<file path="config.mk">
export PLATFORM = sky130hd
export DESIGN_NAME = flash_guard_ctl
export DESIGN_NICKNAME = d
export VERILOG_FILES = /design/src/rtl/fgc_pkg.sv /design/src/rtl/fgc_range.sv /design/src/rtl/fgc_csr.sv /design/src/rtl/fgc_seq.sv /design/src/rtl/flash_guard_ctl.sv
export SDC_FILE = /design/constraint.sdc
export NUM_CORES = 1
export LEC_CHECK = 0
export BUFFER_PORTS_ARGS = -buffer_cell sky130_fd_sc_hd__buf_2
export CAP_MARGIN = 40
export CORE_MARGIN = 2
export CORE_UTILIZATION = 48
export DETAILED_ROUTE_END_ITERATION = 7
export GPL_TIMING_DRIVEN = 1
export PLACE_DENSITY_LB_ADDON = 0.08
export RECOVER_POWER = 25
export SYNTH_ARGS = -nofsm -noshare
export SYNTH_HDL_FRONTEND = slang
export SYNTH_SLANG_ARGS = --single-unit
</file>
<file path="constraint.sdc">
create_clock -name clk -period 6.4 [get_ports clk]
set_input_delay 0 -clock clk [delete_from_list [all_inputs] [get_ports clk]]
set_output_delay 0 -clock clk [all_outputs]
set_load 0.02 [all_outputs]
</file>
<file path="src/rtl/fgc_pkg.sv">
package fgc_pkg;
    localparam int DATA_W      = 32;
    localparam int SECTOR_LOG2 = 16;

    typedef enum logic [2:0] {
        OFS_STATUS = 3'd0,
        OFS_SILID  = 3'd1,
        OFS_DEVID  = 3'd2,
        OFS_CMD    = 3'd3,
        OFS_ISR    = 3'd4,
        OFS_IMR    = 3'd5,
        OFS_CHSEL  = 3'd6
    } reg_ofs_e;

    typedef enum logic [1:0] {
        OP_WRITE  = 2'd0,
        OP_BULK   = 2'd1,
        OP_SECTOR = 2'd2
    } op_kind_e;

    typedef enum logic [1:0] {
        ST_IDLE  = 2'd0,
        ST_EVAL  = 2'd1,
        ST_ISSUE = 2'd2
    } seq_state_e;

    localparam logic [7:0] CMD_BULK    = 8'd1;
    localparam logic [7:0] CMD_SECTOR  = 8'd2;
    localparam logic [7:0] CMD_PROTECT = 8'd3;
endpackage

</file>
<file path="src/rtl/fgc_range.sv">
module fgc_range
    import fgc_pkg::*;
#(
    parameter int ADDR_W = 32
) (
    input  logic [3:0]        prot_code,
    input  logic              prot_tb,
    input  logic [7:0]        dev_id_lo,
    input  logic              is_bulk,
    input  logic [ADDR_W-1:0] addr,
    output logic              hit
);
    localparam int         EXT_W   = ADDR_W + 1;
    localparam logic [7:0] MAX_LOG = 8'(ADDR_W);
    localparam logic [7:0] BASE_LOG = 8'(SECTOR_LOG2 - 1);

    logic [7:0]       raw_log;
    logic [7:0]       size_log;
    logic [7:0]       want_log;
    logic [7:0]       len_log;
    logic [EXT_W-1:0] size_v;
    logic [EXT_W-1:0] len_v;
    logic [EXT_W-1:0] addr_x;

    always_comb begin
        raw_log = dev_id_lo - 8'd6;
        if (dev_id_lo < 8'd6) begin
            size_log = 8'd0;
        end else if (raw_log > MAX_LOG) begin
            size_log = MAX_LOG;
        end else begin
            size_log = raw_log;
        end
        want_log = BASE_LOG + {4'd0, prot_code};
        len_log  = (want_log > size_log) ? size_log : want_log;
        size_v   = EXT_W'(1) << size_log;
        len_v    = EXT_W'(1) << len_log;
        addr_x   = {1'b0, addr};
        if (prot_code == 4'd0) begin
            hit = 1'b0;
        end else if (is_bulk) begin
            hit = 1'b1;
        end else if (prot_tb) begin
            hit = (addr_x < len_v);
        end else begin
            hit = (addr_x >= (size_v - len_v));
        end
    end
endmodule

</file>
<file path="src/rtl/fgc_csr.sv">
module fgc_csr
    import fgc_pkg::*;
#(
    parameter int CS_W = 3
) (
    input  logic              clk,
    input  logic              rst_n,
    input  logic              reg_wr,
    input  logic [2:0]        reg_addr,
    input  logic [DATA_W-1:0] reg_wdata,
    output logic [DATA_W-1:0] reg_rdata,
    input  logic [DATA_W-1:0] sil_id,
    input  logic [DATA_W-1:0] dev_id,
    input  logic              prot_upd,
    input  logic [3:0]        upd_code,
    input  logic              upd_tb,
    input  logic              set_erase,
    input  logic              set_write,
    output logic [3:0]        prot_code,
    output logic              prot_tb,
    output logic              irq,
    output logic [CS_W-1:0]   cs_sel
);
    logic [1:0]      isr_q;
    logic [1:0]      imr_q;
    logic [CS_W-1:0] cs_q;
    logic [3:0]      code_q;
    logic            tb_q;
    logic [1:0]      isr_d;
    logic            unused_csr;

    assign unused_csr = ^reg_wdata;

    always_comb begin
        isr_d = isr_q;
        if (reg_wr && reg_addr == OFS_ISR) begin
            isr_d = isr_d & ~reg_wdata[1:0];
        end
        if (set_erase) isr_d[0] = 1'b1;
        if (set_write) isr_d[1] = 1'b1;
    end

    always_ff @(posedge clk or negedge rst_n) begin
        if (!rst_n) begin
            isr_q  <= '0;
            imr_q  <= '0;
            cs_q   <= '0;
            code_q <= '0;
            tb_q   <= 1'b0;
        end else begin
            isr_q <= isr_d;
            if (reg_wr && reg_addr == OFS_IMR)   imr_q <= reg_wdata[1:0];
            if (reg_wr && reg_addr == OFS_CHSEL) cs_q  <= reg_wdata[CS_W-1:0];
            if (prot_upd) begin
                code_q <= upd_code;
                tb_q   <= upd_tb;
            end
        end
    end

    always_comb begin
        reg_rdata = '0;
        case (reg_addr)
            OFS_STATUS: reg_rdata = {25'd0, code_q[3], tb_q, code_q[2:0], 2'b00};
            OFS_SILID:  reg_rdata = sil_id;
            OFS_DEVID:  reg_rdata = dev_id;
            OFS_ISR:    reg_rdata = {30'd0, isr_q};
            OFS_IMR:    reg_rdata = {30'd0, imr_q};
            OFS_CHSEL:  reg_rdata = DATA_W'(cs_q);
            default:    reg_rdata = '0;
        endcase
    end

    assign prot_code = code_q;
    assign prot_tb   = tb_q;
    assign cs_sel    = cs_q;
    assign irq       = |(isr_q & imr_q);

    a_r6_erase_flag_sets: assert property (@(posedge clk) disable iff (!rst_n)
        set_erase |=> isr_q[0]);

    a_r8_write_flag_sets: assert property (@(posedge clk) disable iff (!rst_n)
        set_write |=> isr_q[1]);

    a_r11_w1c_clears: assert property (@(posedge clk) disable iff (!rst_n)
        (reg_wr && reg_addr == OFS_ISR && reg_wdata[1] && !set_write) |=> !isr_q[1]);

    a_r11_flag_sticky: assert property (@(posedge clk) disable iff (!rst_n)
        (isr_q[0] && !(reg_wr && reg_addr == OFS_ISR)) |=> isr_q[0]);

    a_r3_code_only_on_update: assert property (@(posedge clk) disable iff (!rst_n)
        !prot_upd |=> $stable(code_q) && $stable(tb_q));
endmodule

</file>
<file path="src/rtl/fgc_seq.sv">
module fgc_seq
    import fgc_pkg::*;
#(
    parameter int ADDR_W = 32
) (
    input  logic              clk,
    input  logic              rst_n,
    input  logic              cmd_wr,
    input  logic [DATA_W-1:0] cmd_data,
    input  logic              mw_valid,
    input  logic [ADDR_W-1:0] mw_addr,
    input  logic              hit,
    input  logic              op_ack,
    output logic              cand_bulk,
    output logic [ADDR_W-1:0] cand_addr,
    output logic              op_req,
    output logic [1:0]        op_kind,
    output logic [ADDR_W-1:0] op_addr,
    output logic              busy,
    output logic              set_erase,
    output logic              set_write,
    output logic              prot_upd,
    output logic [3:0]        upd_code,
    output logic              upd_tb
);
    localparam int SEC_W = ADDR_W - SECTOR_LOG2;

    seq_state_e        state_q, state_d;
    op_kind_e          kind_q;
    logic [ADDR_W-1:0] addr_q;
    logic [7:0]        code;
    logic              erase_cmd;
    logic              prot_cmd;
    logic              take_snoop;
    logic [SEC_W-1:0]  sector;
    logic              unused_seq;

    assign code       = cmd_data[7:0];
    assign erase_cmd  = cmd_wr && (code == CMD_BULK || code == CMD_SECTOR);
    assign prot_cmd   = cmd_wr && (code == CMD_PROTECT);
    assign take_snoop = mw_valid && !erase_cmd && !prot_cmd;
    assign sector     = cmd_data[8 +: SEC_W];
    assign unused_seq = ^cmd_data;

    // state register
    always_ff @(posedge clk or negedge rst_n) begin
        if (!rst_n) state_q <= ST_IDLE;
        else        state_q <= state_d;
    end

    // next state
    always_comb begin
        state_d = state_q;
        unique case (state_q)
            ST_IDLE:  if (erase_cmd || take_snoop) state_d = ST_EVAL;
            ST_EVAL:  state_d = hit ? ST_IDLE : ST_ISSUE;
            ST_ISSUE: if (op_ack) state_d = ST_IDLE;
            default:  state_d = ST_IDLE;
        endcase
    end

    // candidate capture
    always_ff @(posedge clk or negedge rst_n) begin
        if (!rst_n) begin
            kind_q <= OP_WRITE;
            addr_q <= '0;
        end else if (state_q == ST_IDLE) begin
            if (erase_cmd) begin
                kind_q <= op_kind_e'(code[1:0]);
                addr_q <= (code == CMD_SECTOR) ? {sector, {SECTOR_LOG2{1'b0}}} : '0;
            end else if (take_snoop) begin
                kind_q <= OP_WRITE;
                addr_q <= mw_addr;
            end
        end
    end

    // outputs
    always_comb begin
        op_req    = 1'b0;
        set_erase = 1'b0;
        set_write = 1'b0;
        prot_upd  = 1'b0;
        unique case (state_q)
            ST_IDLE:  prot_upd = prot_cmd;
            ST_EVAL: begin
                set_erase = hit && (kind_q != OP_WRITE);
                set_write = hit && (kind_q == OP_WRITE);
            end
            ST_ISSUE: op_req = 1'b1;
            default:  op_req = 1'b0;
        endcase
    end

    assign busy      = (state_q != ST_IDLE);
    assign cand_bulk = (kind_q == OP_BULK);
    assign cand_addr = addr_q;
    assign op_kind   = kind_q;
    assign op_addr   = addr_q;
    assign upd_code  = cmd_data[11:8];
    assign upd_tb    = cmd_data[12];

    a_r9_req_hold: assert property (@(posedge clk) disable iff (!rst_n)
        (op_req && !op_ack) |=> op_req && $stable(op_addr) && $stable(op_kind));

    a_r9_req_release: assert property (@(posedge clk) disable iff (!rst_n)
        (op_req && op_ack) |=> !op_req);

    a_r6_no_issue_on_hit: assert property (@(posedge clk) disable iff (!rst_n)
        (state_q == ST_EVAL && hit) |=> !op_req);

    a_r10_no_update_busy: assert property (@(posedge clk) disable iff (!rst_n)
        busy |-> !prot_upd);
endmodule

</file>
<file path="src/rtl/flash_guard_ctl.sv">
module flash_guard_ctl
    import fgc_pkg::*;
#(
    parameter int ADDR_W = 32,
    parameter int CS_W   = 3
) (
    input  logic              clk,
    input  logic              rst_n,
    input  logic              reg_wr,
    input  logic [2:0]        reg_addr,
    input  logic [31:0]       reg_wdata,
    output logic [31:0]       reg_rdata,
    input  logic [31:0]       sil_id,
    input  logic [31:0]       dev_id,
    input  logic              mw_valid,
    input  logic [ADDR_W-1:0] mw_addr,
    output logic              op_req,
    output logic [1:0]        op_kind,
    output logic [ADDR_W-1:0] op_addr,
    input  logic              op_ack,
    output logic              busy,
    output logic              irq,
    output logic [CS_W-1:0]   cs_sel
);
    logic              cmd_wr;
    logic              hit;
    logic              cand_bulk;
    logic [ADDR_W-1:0] cand_addr;
    logic              set_erase;
    logic              set_write;
    logic              prot_upd;
    logic [3:0]        upd_code;
    logic              upd_tb;
    logic [3:0]        prot_code;
    logic              prot_tb;

    assign cmd_wr = reg_wr && (reg_addr == OFS_CMD);

    fgc_seq #(.ADDR_W(ADDR_W)) u_seq (
        .clk(clk), .rst_n(rst_n), .cmd_wr(cmd_wr), .cmd_data(reg_wdata),
        .mw_valid(mw_valid), .mw_addr(mw_addr), .hit(hit), .op_ack(op_ack),
        .cand_bulk(cand_bulk), .cand_addr(cand_addr), .op_req(op_req),
        .op_kind(op_kind), .op_addr(op_addr), .busy(busy),
        .set_erase(set_erase), .set_write(set_write), .prot_upd(prot_upd),
        .upd_code(upd_code), .upd_tb(upd_tb)
    );

    fgc_range #(.ADDR_W(ADDR_W)) u_range (
        .prot_code(prot_code), .prot_tb(prot_tb), .dev_id_lo(dev_id[7:0]),
        .is_bulk(cand_bulk), .addr(cand_addr), .hit(hit)
    );

    fgc_csr #(.CS_W(CS_W)) u_csr (
        .clk(clk), .rst_n(rst_n), .reg_wr(reg_wr), .reg_addr(reg_addr),
        .reg_wdata(reg_wdata), .reg_rdata(reg_rdata), .sil_id(sil_id),
        .dev_id(dev_id), .prot_upd(prot_upd), .upd_code(upd_code),
        .upd_tb(upd_tb), .set_erase(set_erase), .set_write(set_write),
        .prot_code(prot_code), .prot_tb(prot_tb), .irq(irq), .cs_sel(cs_sel)
    );

    a_r7_no_bulk_when_locked: assert property (@(posedge clk) disable iff (!rst_n)
        (op_req && op_kind == OP_BULK) |-> (prot_code == 4'd0));

    a_r12_irq_needs_flag: assert property (@(posedge clk) disable iff (!rst_n)
        irq |-> (reg_addr != OFS_ISR) || (reg_rdata[1:0] != 2'b00));
endmodule

</file>
==> flow_metrics.tcl <==
set metrics [dict create \
    outcome "finished, violations left" \
    failed_checks "max-capacitance violations, max-slew violations, negative setup slack" \
    grt_pass1_vias 7850 \
    relSlewSlack_pct -82.5 \
    r2r_start "u_csr.prot_code[0]" \
    die_h_um 122 \
    htree_num_levels 2 \
    pre_cts_ws_ns -0.627 \
    cts_buffer_depth 2 \
    rows 43 \
    maxCapViolCount 1 \
    synthCells 863 \
    worstSkewPairLatency_ns 0.31 \
    critPathSlowestCell "or3_4" \
    critPathRequiredTime_ns 6.65 \
    stdcell_count 1456 \
    layout_commonest_cell "buf_4" \
    regArea_sq_mm 0.00120 \
    groute.layer.met2.usage_pct 58.0 \
    endpoint_kind "flop" \
    seq_area_frac_synth_pct 17.9 \
    switchingPower_w 0.00112 \
    fmax_mhz 154 \
    gp_congestion 1.01 \
    final.setup.worst_slack_ns -0.109 \
    grt.overflow.total 0 \
    wire_per_inst_um 18.2 \
    worst_path_most_repeated_cell "ha_4" \
    core_sq_mm 0.0138 \
    drtIter0Drc 799 \
    period_needed_ns 6.51 \
    multi_input_area_sq_mm 0.00571 \
    ir_worst_vdd_mv 0.191 \
    die_w_um 122 \
    drc_errors 0 \
    use_met3_pct 3.90 \
    design.die.area_sq_mm 0.0150 \
    p_sw_share_pct 47.4 \
    drive_gt1_share_pct 39.6 \
    critPathKind "in2reg" \
    p_comb_share_pct 62.2 \
    clock-root-buffer "clkbuf_16" \
    hold_class "in2reg" \
    cp_data_arrival_time_ns 6.76 \
    worstMarginPinSlew_ns 2.74 \
    layout_common_cells "193 x buf_4, 192 x buf_2, 113 x nand2_1" \
    grt_max_degree 65 \
    top_usage_layer "met2" \
    critPathMaxFanout 6 \
    clockPowerShare_pct 13.9 \
    tns_ns -0.300 \
    synth_flop_cell "dfrtp_1" \
    port_buffers 199 \
    internal_power_w 0.00124 \
    wl_um 26500 \
    grt_antenna_before_repair 0 \
    p_total_w 0.00235 \
    hpwl_um 20100 \
    vias 8384 \
    ys_async_sr_fraction_pct 100 \
    clock_skew_ns 0.00460 \
    cellLeakagePower_nw 5.24 \
    fill_cells 1095 \
    place_inst 1376 \
    syn_nets 1103 \
    synth_area_sq_mm 0.00672 \
    dr.pass1.iters 5 \
    track_usage_pct 34.0 \
    grt_pass1_wl_um 39900 \
    postRouteAntennaNets 0 \
    area_delta_synth_final_pct 53.2 \
    syn_avg_cell_area_sq_um 7.78 \
    path_clk_slew_ns 0.07 \
    crit_path_max_incr_delay_ns 0.41 \
    cts_tree "yes" \
    finalNetCount 1511 \
    initial_utilization_pct 48.8 \
    viasPerCell 5.76 \
    fin_crit_sh_pct 102 \
    hold_viol_final 0 \
    crit_path_start_kind "input pin" \
    synth-edff-count 0 \
    p_per_area_mw_per_mm2 229 \
    crit_start "dev_id[2]" \
    cts_made_buffers 5 \
    ys_warn_count 0 \
    min_from "mw_addr[20]" \
    synth_cell_types 74 \
    pwr-share-seq_pct 23.9 \
    synth_seq_cells 48 \
    use_met1_pct 45.7 \
    pin_count 208 \
    grt_setup_unrepaired "true" \
    cts_sinks 48 \
    slew_violations 49 \
    setup_violations 3 \
]
==> logic make-up after synthesis <==
family / synth area share [%]
XOR/XNOR: 4.69
adder cells (fa/ha/maj): 19.5
multiplexers: 2.87
buffers and inverters: 3.84
flip-flops: 17.9
AND/OR/NAND/NOR: 24.3
AO/OA/AOI/OAI: 26.9
==> routing by layer <==
layer	routed length [um]	share of wire, %
met5	0	0
met4	596	2.3
met3	1870	7.1
met2	12700	48
met1	11300	43
==> path summary, 6_finish.rpt <==
kind,end,slack [ns],cells past startpoint
max in group asynchronous,u_csr.prot_tb,3.67,3
worst min register to register,u_csr.imr_q[1],0.55,1
worst min-delay path,u_seq.cand_addr[20],0.004,3
min in group asynchronous,u_seq.cand_addr[3],1.18,3
worst max register to register,u_csr.isr_q[1],-0.05,34
worst max-delay path,u_csr.isr_q[1],-0.11,38
==> synthesized netlist by cell type (all sizes together) (5+ instances only) <==
| cell type | instances | share of area, % |
|---|---|---|
| o31ai | 7 | 1.2 |
| a211o | 6 | 0.78 |
| and2 | 8 | 0.78 |
| nor2b | 9 | 0.84 |
| a211oi | 5 | 0.56 |
| inv | 21 | 1.2 |
| xor2 | 18 | 2.3 |
| and2b | 5 | 0.56 |
| o21a | 10 | 1.1 |
| and3 | 20 | 1.9 |
| buf | 12 | 1.3 |
| mux2i | 8 | 1.2 |
| ha | 103 | 19 |
| nand3 | 26 | 1.9 |
| a31oi | 5 | 0.78 |
| a21o | 26 | 2.9 |
| dfrtp | 48 | 18 |
| nand4 | 20 | 1.9 |
| xnor2 | 18 | 2.3 |
| mux2 | 10 | 1.7 |
| o21ai | 63 | 4.9 |
| a22o | 26 | 3.4 |
| nand2b | 18 | 1.7 |
| nor3 | 23 | 1.7 |
| o22ai | 6 | 0.95 |
| o211ai | 6 | 0.67 |
| a21oi | 74 | 5.6 |
| nand2 | 121 | 7.0 |
| nor4 | 6 | 0.56 |
| nor2 | 65 | 3.9 |
| clkbuf | 24 | 1.3 |
==> worst max-delay path, delay by kind of cell <==
family	cells	cell delay, ns
AO/OA/AOI/OAI	17	2.78
AND/OR/NAND/NOR	13	2.46
adder cells (fa/ha/maj)	4	1.06
buffers and inverters	3	0.35
XOR/XNOR	1	0.09
==> per-stage QoR <==
| stage | hold slack [ns] | util [%] | instance area, sq um |
|---|---|---|---|
| after CTS | 0.0131 | 71.7 | 9880 |
| final | 0.00403 | 74.7 | 10300 |
| after detailed placement | 0.155 | 66.0 | 9090 |
| after floorplan | -0.296 | - | 6760 |
| after global placement | 0.154 | 66.0 | 9090 |
| after global routing | 0.0394 | 74.6 | 10300 |
==> repair_timing <==
| action | CTS | global route |
|---|---|---|
| pin swaps | 13 | 54 |
| cloned | 1 | 0 |
| hold buffers | 38 | 0 |
| resized for setup | 26 | 62 |
| endpoints found under the hold margin | 85 | 0 |
| setup endpoints to repair | 3 | 3 |
| buffers inserted | 16 | 13 |
==> area by class of cell <==
cell class              count  area share [%]
multi-input cells         759            55.5
repair buffers            436            28.1
flip-flops and latches     48            11.7
well taps                 180            2.19
clock buffers               5            1.22
inverters                  21           0.766
clock inverters             3           0.462
diodes                      4          0.0973
==> flip-flops by register name, indices dropped and copies added, names as in the netlist <==
name             flops
u_seq.cand_addr     32
u_csr.prot_code      4
u_csr.cs_sel         3
u_csr.prot_tb        1
u_seq.state_q        2
u_csr.isr_q          2
u_seq.op_kind        2
u_csr.imr_q          2
==> power by group through the flow <==
stage                     Combinational, W  Sequential, W  Clock, W
after detailed placement           0.00133       0.000568         0
after floorplan                   0.000714       0.000643         0
after CTS                          0.00139       0.000563  0.000327
after global placement             0.00131       0.000565         0
after global routing               0.00161       0.000578  0.000337
final                              0.00146       0.000563  0.000326
Note: power is estimated with default switching activity, not from simulation.
